### src/rtl/mcs_pkg.sv
package mcs_pkg;
  typedef enum logic [1:0] {
    ST_MODE  = 2'd0,
    ST_SYNC1 = 2'd1,
    ST_SYNC2 = 2'd2,
    ST_CMD   = 2'd3
  } seq_state_t;

  // packed MSB first so a raw mode byte casts straight onto the fields
  typedef struct packed {
    logic [1:0] stop;
    logic       even;
    logic       pen;
    logic [1:0] clen;
    logic [1:0] baud;
  } mode_t;

  localparam int MODE_W = $bits(mode_t);
endpackage

### src/rtl/mcs_bus_decode.sv
module mcs_bus_decode (
  input  logic clk,
  input  logic rst_n,
  input  logic cs_n,
  input  logic cd,
  input  logic rd_n,
  input  logic wr_n,
  output logic wr_ctrl,
  output logic wr_data,
  output logic rd_stat,
  output logic rd_data,
  output logic rd_active
);
  logic wr_act, rd_act, wr_q, rd_q, wr_evt, rd_evt;

  // overlapping strobes are treated as no access at all
  assign wr_act    = !cs_n && !wr_n && rd_n;
  assign rd_act    = !cs_n && !rd_n && wr_n;
  assign rd_active = rd_act;

  always_ff @(posedge clk or negedge rst_n) begin
    if (!rst_n) begin
      wr_q <= 1'b0;
      rd_q <= 1'b0;
    end else begin
      wr_q <= wr_act;
      rd_q <= rd_act;
    end
  end

  assign wr_evt  = wr_act && !wr_q;
  assign rd_evt  = rd_act && !rd_q;
  assign wr_ctrl = wr_evt && cd;
  assign wr_data = wr_evt && !cd;
  assign rd_stat = rd_evt && cd;
  assign rd_data = rd_evt && !cd;
endmodule

### src/rtl/mcs_setup_fsm.sv
module mcs_setup_fsm
  import mcs_pkg::*;
#(
  parameter int DW         = 8,
  parameter int IRST_BIT   = 6,
  parameter int SINGLE_BIT = 7
) (
  input  logic          clk,
  input  logic          rst_n,
  input  logic          wr_ctrl,
  input  logic [DW-1:0] din,
  output mode_t         mode,
  output logic [DW-1:0] sync1,
  output logic [DW-1:0] sync2,
  output logic          setup_done,
  output logic          cmd_stb,
  output logic [DW-1:0] cmd_byte
);
  seq_state_t state;
  mode_t      mode_in;

  assign mode_in    = mode_t'(din[MODE_W-1:0]);
  assign setup_done = (state == ST_CMD);

  always_ff @(posedge clk or negedge rst_n) begin
    if (!rst_n) begin
      state    <= ST_MODE;
      mode     <= '0;
      sync1    <= '0;
      sync2    <= '0;
      cmd_stb  <= 1'b0;
      cmd_byte <= '0;
    end else begin
      cmd_stb <= 1'b0;
      if (wr_ctrl) begin
        unique case (state)
          ST_MODE: begin
            mode  <= mode_in;
            state <= (mode_in.baud == 2'b00) ? ST_SYNC1 : ST_CMD;
          end
          ST_SYNC1: begin
            sync1 <= din;
            state <= mode[SINGLE_BIT] ? ST_CMD : ST_SYNC2;
          end
          ST_SYNC2: begin
            sync2 <= din;
            state <= ST_CMD;
          end
          ST_CMD: begin
            cmd_stb  <= 1'b1;
            cmd_byte <= din;
            if (din[IRST_BIT]) state <= ST_MODE;
          end
          default: state <= ST_MODE;
        endcase
      end
    end
  end
endmodule

### src/rtl/mode_cmd_seq.sv
module mode_cmd_seq
  import mcs_pkg::*;
#(
  parameter int DW = 8
) (
  input  logic          clk,
  input  logic          rst_n,
  input  logic          cs_n,
  input  logic          cd,
  input  logic          rd_n,
  input  logic          wr_n,
  input  logic [DW-1:0] din,
  output logic [DW-1:0] dout,
  output logic          dout_oe,
  input  logic [DW-1:0] status_in,
  input  logic [DW-1:0] rx_data,
  output logic          rx_take,
  output logic          tx_load,
  output logic [DW-1:0] tx_byte,
  output logic [1:0]    mode_baud,
  output logic [1:0]    mode_clen,
  output logic          mode_pen,
  output logic          mode_even,
  output logic [1:0]    mode_stop,
  output logic [DW-1:0] sync1,
  output logic [DW-1:0] sync2,
  output logic          setup_done,
  output logic          cmd_stb,
  output logic [DW-1:0] cmd_byte
);
  logic  wr_ctrl, wr_data, rd_stat, rd_data, rd_active;
  mode_t mode;

  mcs_bus_decode u_dec (
    .clk(clk), .rst_n(rst_n), .cs_n(cs_n), .cd(cd), .rd_n(rd_n), .wr_n(wr_n),
    .wr_ctrl(wr_ctrl), .wr_data(wr_data), .rd_stat(rd_stat), .rd_data(rd_data),
    .rd_active(rd_active)
  );

  mcs_setup_fsm #(.DW(DW)) u_fsm (
    .clk(clk), .rst_n(rst_n), .wr_ctrl(wr_ctrl), .din(din),
    .mode(mode), .sync1(sync1), .sync2(sync2), .setup_done(setup_done),
    .cmd_stb(cmd_stb), .cmd_byte(cmd_byte)
  );

  always_ff @(posedge clk or negedge rst_n) begin
    if (!rst_n) begin
      tx_load <= 1'b0;
      tx_byte <= '0;
    end else begin
      tx_load <= wr_data;
      if (wr_data) tx_byte <= din;
    end
  end

  assign dout_oe   = rd_active;
  assign dout      = cd ? status_in : rx_data;
  assign rx_take   = rd_data;
  assign mode_baud = mode.baud;
  assign mode_clen = mode.clen;
  assign mode_pen  = mode.pen;
  assign mode_even = mode.even;
  assign mode_stop = mode.stop;

  logic unused_ok;
  assign unused_ok = rd_stat;
endmodule

### config.mk
export PLATFORM = sky130hd
export DESIGN_NAME = mode_cmd_seq
export DESIGN_NICKNAME = d
export VERILOG_FILES = /design/src/rtl/mcs_pkg.sv /design/src/rtl/mcs_bus_decode.sv /design/src/rtl/mcs_setup_fsm.sv /design/src/rtl/mode_cmd_seq.sv
export SDC_FILE = /design/constraint.sdc
export NUM_CORES = 1
export LEC_CHECK = 0
export ABC_AREA = 1
export BUFFER_PORTS_ARGS = -buffer_cell sky130_fd_sc_hd__buf_2
export CAP_MARGIN = 30
export CELL_PAD_IN_SITES_DETAIL_PLACEMENT = 1
export CELL_PAD_IN_SITES_GLOBAL_PLACEMENT = 2
export CORE_ASPECT_RATIO = 0.7
export CORE_MARGIN = 4
export CORE_UTILIZATION = 28
export DETAILED_ROUTE_END_ITERATION = 7
export PLACE_DENSITY_LB_ADDON = 0.2
export SYNTH_ARGS = -nofsm -noshare
export SYNTH_HDL_FRONTEND = slang
export SYNTH_SLANG_ARGS = --single-unit
export TNS_END_PERCENT = 5
### constraint.sdc
create_clock -name clk -period 1.8 [get_ports clk]
set_clock_uncertainty 0.2 [all_clocks]
set_input_delay 0.36 -clock clk [delete_from_list [all_inputs] [get_ports clk]]
set_output_delay 0.36 -clock clk [all_outputs]
set_load 0.05 [all_outputs]
==> metrics <==
status completed; simple-gate share of the synthesized area 23.90%; post-route minimum period about 1.7 ns; cell area after synthesis 2303 um2; Mapped Avg Cell Area 8.438 um2; Site Rows 27; Switch Pwr between 3 and 4 mW; crit share post-route between 90% and 100%; power share of the combinational group 55.2%; vias post-DR between 2000 and 2500; first-pass GRT wire length between 10000 and 15000 um; Syn. warnings 0; DRT Pass-1 Iters 4; worst vdd ir between 0.001 and 0.0015 V; worst path required time 1.24 ns; FF-to-FF path depth 5; Sw Ratio ~53%; total gr overflow 0; Routed WL approximately 7200 um; DP HPWL 5145 um; Post-Synth XOR/XNOR Area 0%; num ports between 80 and 90; post-route DRC violation count 0; RSZ-0062 raised after global routing false; Synth Area in Compound Gates 13.04%; Tot GR Track Use approximately 15%; Placed Instance Area between 2000 and 3000 um2; worst r2r src u_fsm.state[1]; final slew viol count 0; fmax approximately 0.58 GHz; CTS root buffer clkbuf_16; syn_nets just over 300; antenna viol nets, final 0; Initial Util ~29%; Pwr Total ~5.9 mW; sequential share of power 29.0%; max_slew headroom roughly three quarters; crit path launch u_fsm.state[0]; Syn-to-layout area delta 32.48%; Final Setup Violations 0; fillcell total between 900 and 1000; HP Start cs_n; worst slew pin tran about 0.35 ns; Critical Path Sink Type output pin; CORE AREA 7939 um2; Iteration-0 DRC Markers 65; Mapped Cells about 270; Int Pwr ~2.8 mW; vias in the first global route about 2200; initial antenna violation count 0; PwrDens about 1900 nW/um2; Clock power frac between 10% and 20%; Worst Setup EP setup_done; Sink Count between 40 and 50; Port Buffers 82; worst-path fanout max 4; Reg clk slew, reported paths 0.07 ns; die footprint about 9800 um2; post-synthesis adder-cell area fraction under 10%; clock buffer depth 2; Worst R2R End u_fsm.sync1[7]; ratio of cells with drive above 1 in the final layout between 20% and 30%; Nets a little under 400; crit path DAT around 1.2 ns; routability cong. between 0.8 and 0.9; largest net degree at the start of global routing 47; drt wl/cell between 15 and 20 um; CP Class flop to output pin; drt via density 4.533; CTS H-tree depth 2; Post-Layout Inst Area 3052 um2; Distinct cells, synth 18; sequential area share after synthesis 49.97%; die height 83.89 um; largest family of logic cells by synthesized area simple AND/OR/NAND/NOR gates; CTS tree yes; Worst-Skew Late Latency just under 0.3 ns; Max-Cap Viols 0; Static Leak 1.618 nW; Worst Hold Class input port to flop; Seq cells post-synth 46; startpoint types flop; final hold vios 0; total CTS buffers 5; Post-CTS Setup Bufs 0; r2r setup slk 0.28 ns; n_diodes 0; Die X-Extent 116.4 um; mux cell area share after synthesis 0%
[how the worst min path moves through the flow]
stage / cells past startpoint / to / slack, ns
2_1_floorplan: 0 / tx_byte[0] / -0.14
3_3_place_gp: 2 / tx_load / 0.17
3_5_place_dp: 2 / tx_load / 0.17
4_1_cts: 2 / u_dec.wr_q / 0.06
5_1_grt: 2 / u_dec.wr_q / 0.07
6_report: 2 / u_dec.wr_q / 0.07
[kinds of logic after synthesis]
kind of cell / Yosys count
AOI/OAI and AO/OA: 43
adders and majority gates: 5
buffers and inverters: 55
DFF: 46
and+or+nand+nor: 124
[critical path, cell delays in order, from the launching register on]
cell and delay [ns]:
dfrtp_1 0.42, ha_2 0.23, clkbuf_4 0.23
[repair_timing]
action / in CTS / in global routing
hold buffers: 1 / 0
setup endpoints to repair: 8 / 2
resized for setup: 1 / 2
hold endpoints to repair: 46 / 0
cloned: 0 / 0
[layout make-up]
cell class	count	area, um2	share of cell area [%]
tap	101	126.4	4.141
multi-input combinational	172	927.1	30.38
sequential	46	1151	37.72
inverter	43	162.7	5.330
clock buffer	5	125.1	4.100
clock inverter	3	21.27	0.6970
timing repair buffer	93	538.0	17.63
[cells in the final DEF, fill, tap and decap left out]
cell,count
nor2_1,3
nand3_4,1
clkinv_2,2
buf_2,80
nand3_1,36
clkbuf_16,5
nor3b_1,1
buf_4,7
dlygate4sd3_1,1
nand2_1,78
inv_1,41
dfrtp_1,46
ha_1,4
nand4_2,1
clkinv_4,1
ha_2,1
nor2_2,2
nor3_4,1
clkbuf_4,2
nor2_4,1
o21bai_1,34
clkinv_1,1
o21ai_0,9
buf_12,3
clkinvlp_4,1
[synthesized netlist by cell type]
cell type / instances / share of area, %
nand3_1: 36 / 7.8
nand3_4: 1 / 0.76
o21bai_1: 34 / 11
nand4_2: 1 / 0.54
nor3_1: 1 / 0.22
buf_6: 3 / 1.5
nand2_1: 78 / 13
dfrtp_1: 46 / 50
nor2_1: 3 / 0.49
o21ai_0: 9 / 2.0
buf_1: 1 / 0.16
clkinv_1: 2 / 0.33
nor3b_1: 1 / 0.33
nor2_4: 1 / 0.49
buf_2: 8 / 1.7
inv_1: 41 / 6.7
nor2_2: 2 / 0.54
ha_1: 5 / 2.7
[layer usage]
layer  global-route usage [%]  vias to the layer above  share of wire, %  routed length, um
met5                        0                        -                 0                  0
met2                    23.10                       49                45               3192
met1                    22.04                     1017                49               3503
met3                    3.406                        5               5.9                422
met4                    2.845                        0              0.61                 44
li1                         -                     1028                 -                  -
[state kept, by name (all words and copies together), names as in the netlist]
| register | count |
|---|---|
| u_dec.wr_q | 1 |
| u_fsm.cmd_stb | 1 |
| tx_byte | 8 |
| u_fsm.sync1 | 8 |
| u_dec.rd_q | 1 |
| tx_load | 1 |
| u_fsm.state | 2 |
| u_fsm.sync2 | 8 |
| u_fsm.mode | 8 |
| u_fsm.cmd_byte | 8 |
[per-stage QoR]
stage / hold WS (ns) / utilization (%) / setup slack [ns] / setup TNS [ns] / std cells
after floorplan: -0.1356 / - / -0.04503 / -0.3469 / 273
after global placement: 0.1678 / 36.39 / -0.005450 / -0.01055 / 454
after detailed placement: 0.1688 / 36.39 / -0.06852 / -0.3393 / 454
after CTS: 0.06137 / 38.38 / 0.01599 / 0 / 463
after global routing: 0.07430 / 38.44 / 0.003248 / 0 / 463
final: 0.06843 / 38.44 / 0.06922 / 0 / 463
[power by group through the flow]
stage          clock (mW)  sequential [mW]  combinational, mW
4_1_cts             0.969             1.72               3.28
5_1_grt              1.01             1.76               3.52
6_report            0.930             1.71               3.24
3_5_place_dp            0             1.73               3.27
3_3_place_gp            0             1.71               3.22
2_1_floorplan           0             3.12              0.989
(Power assumes the default switching activity.)
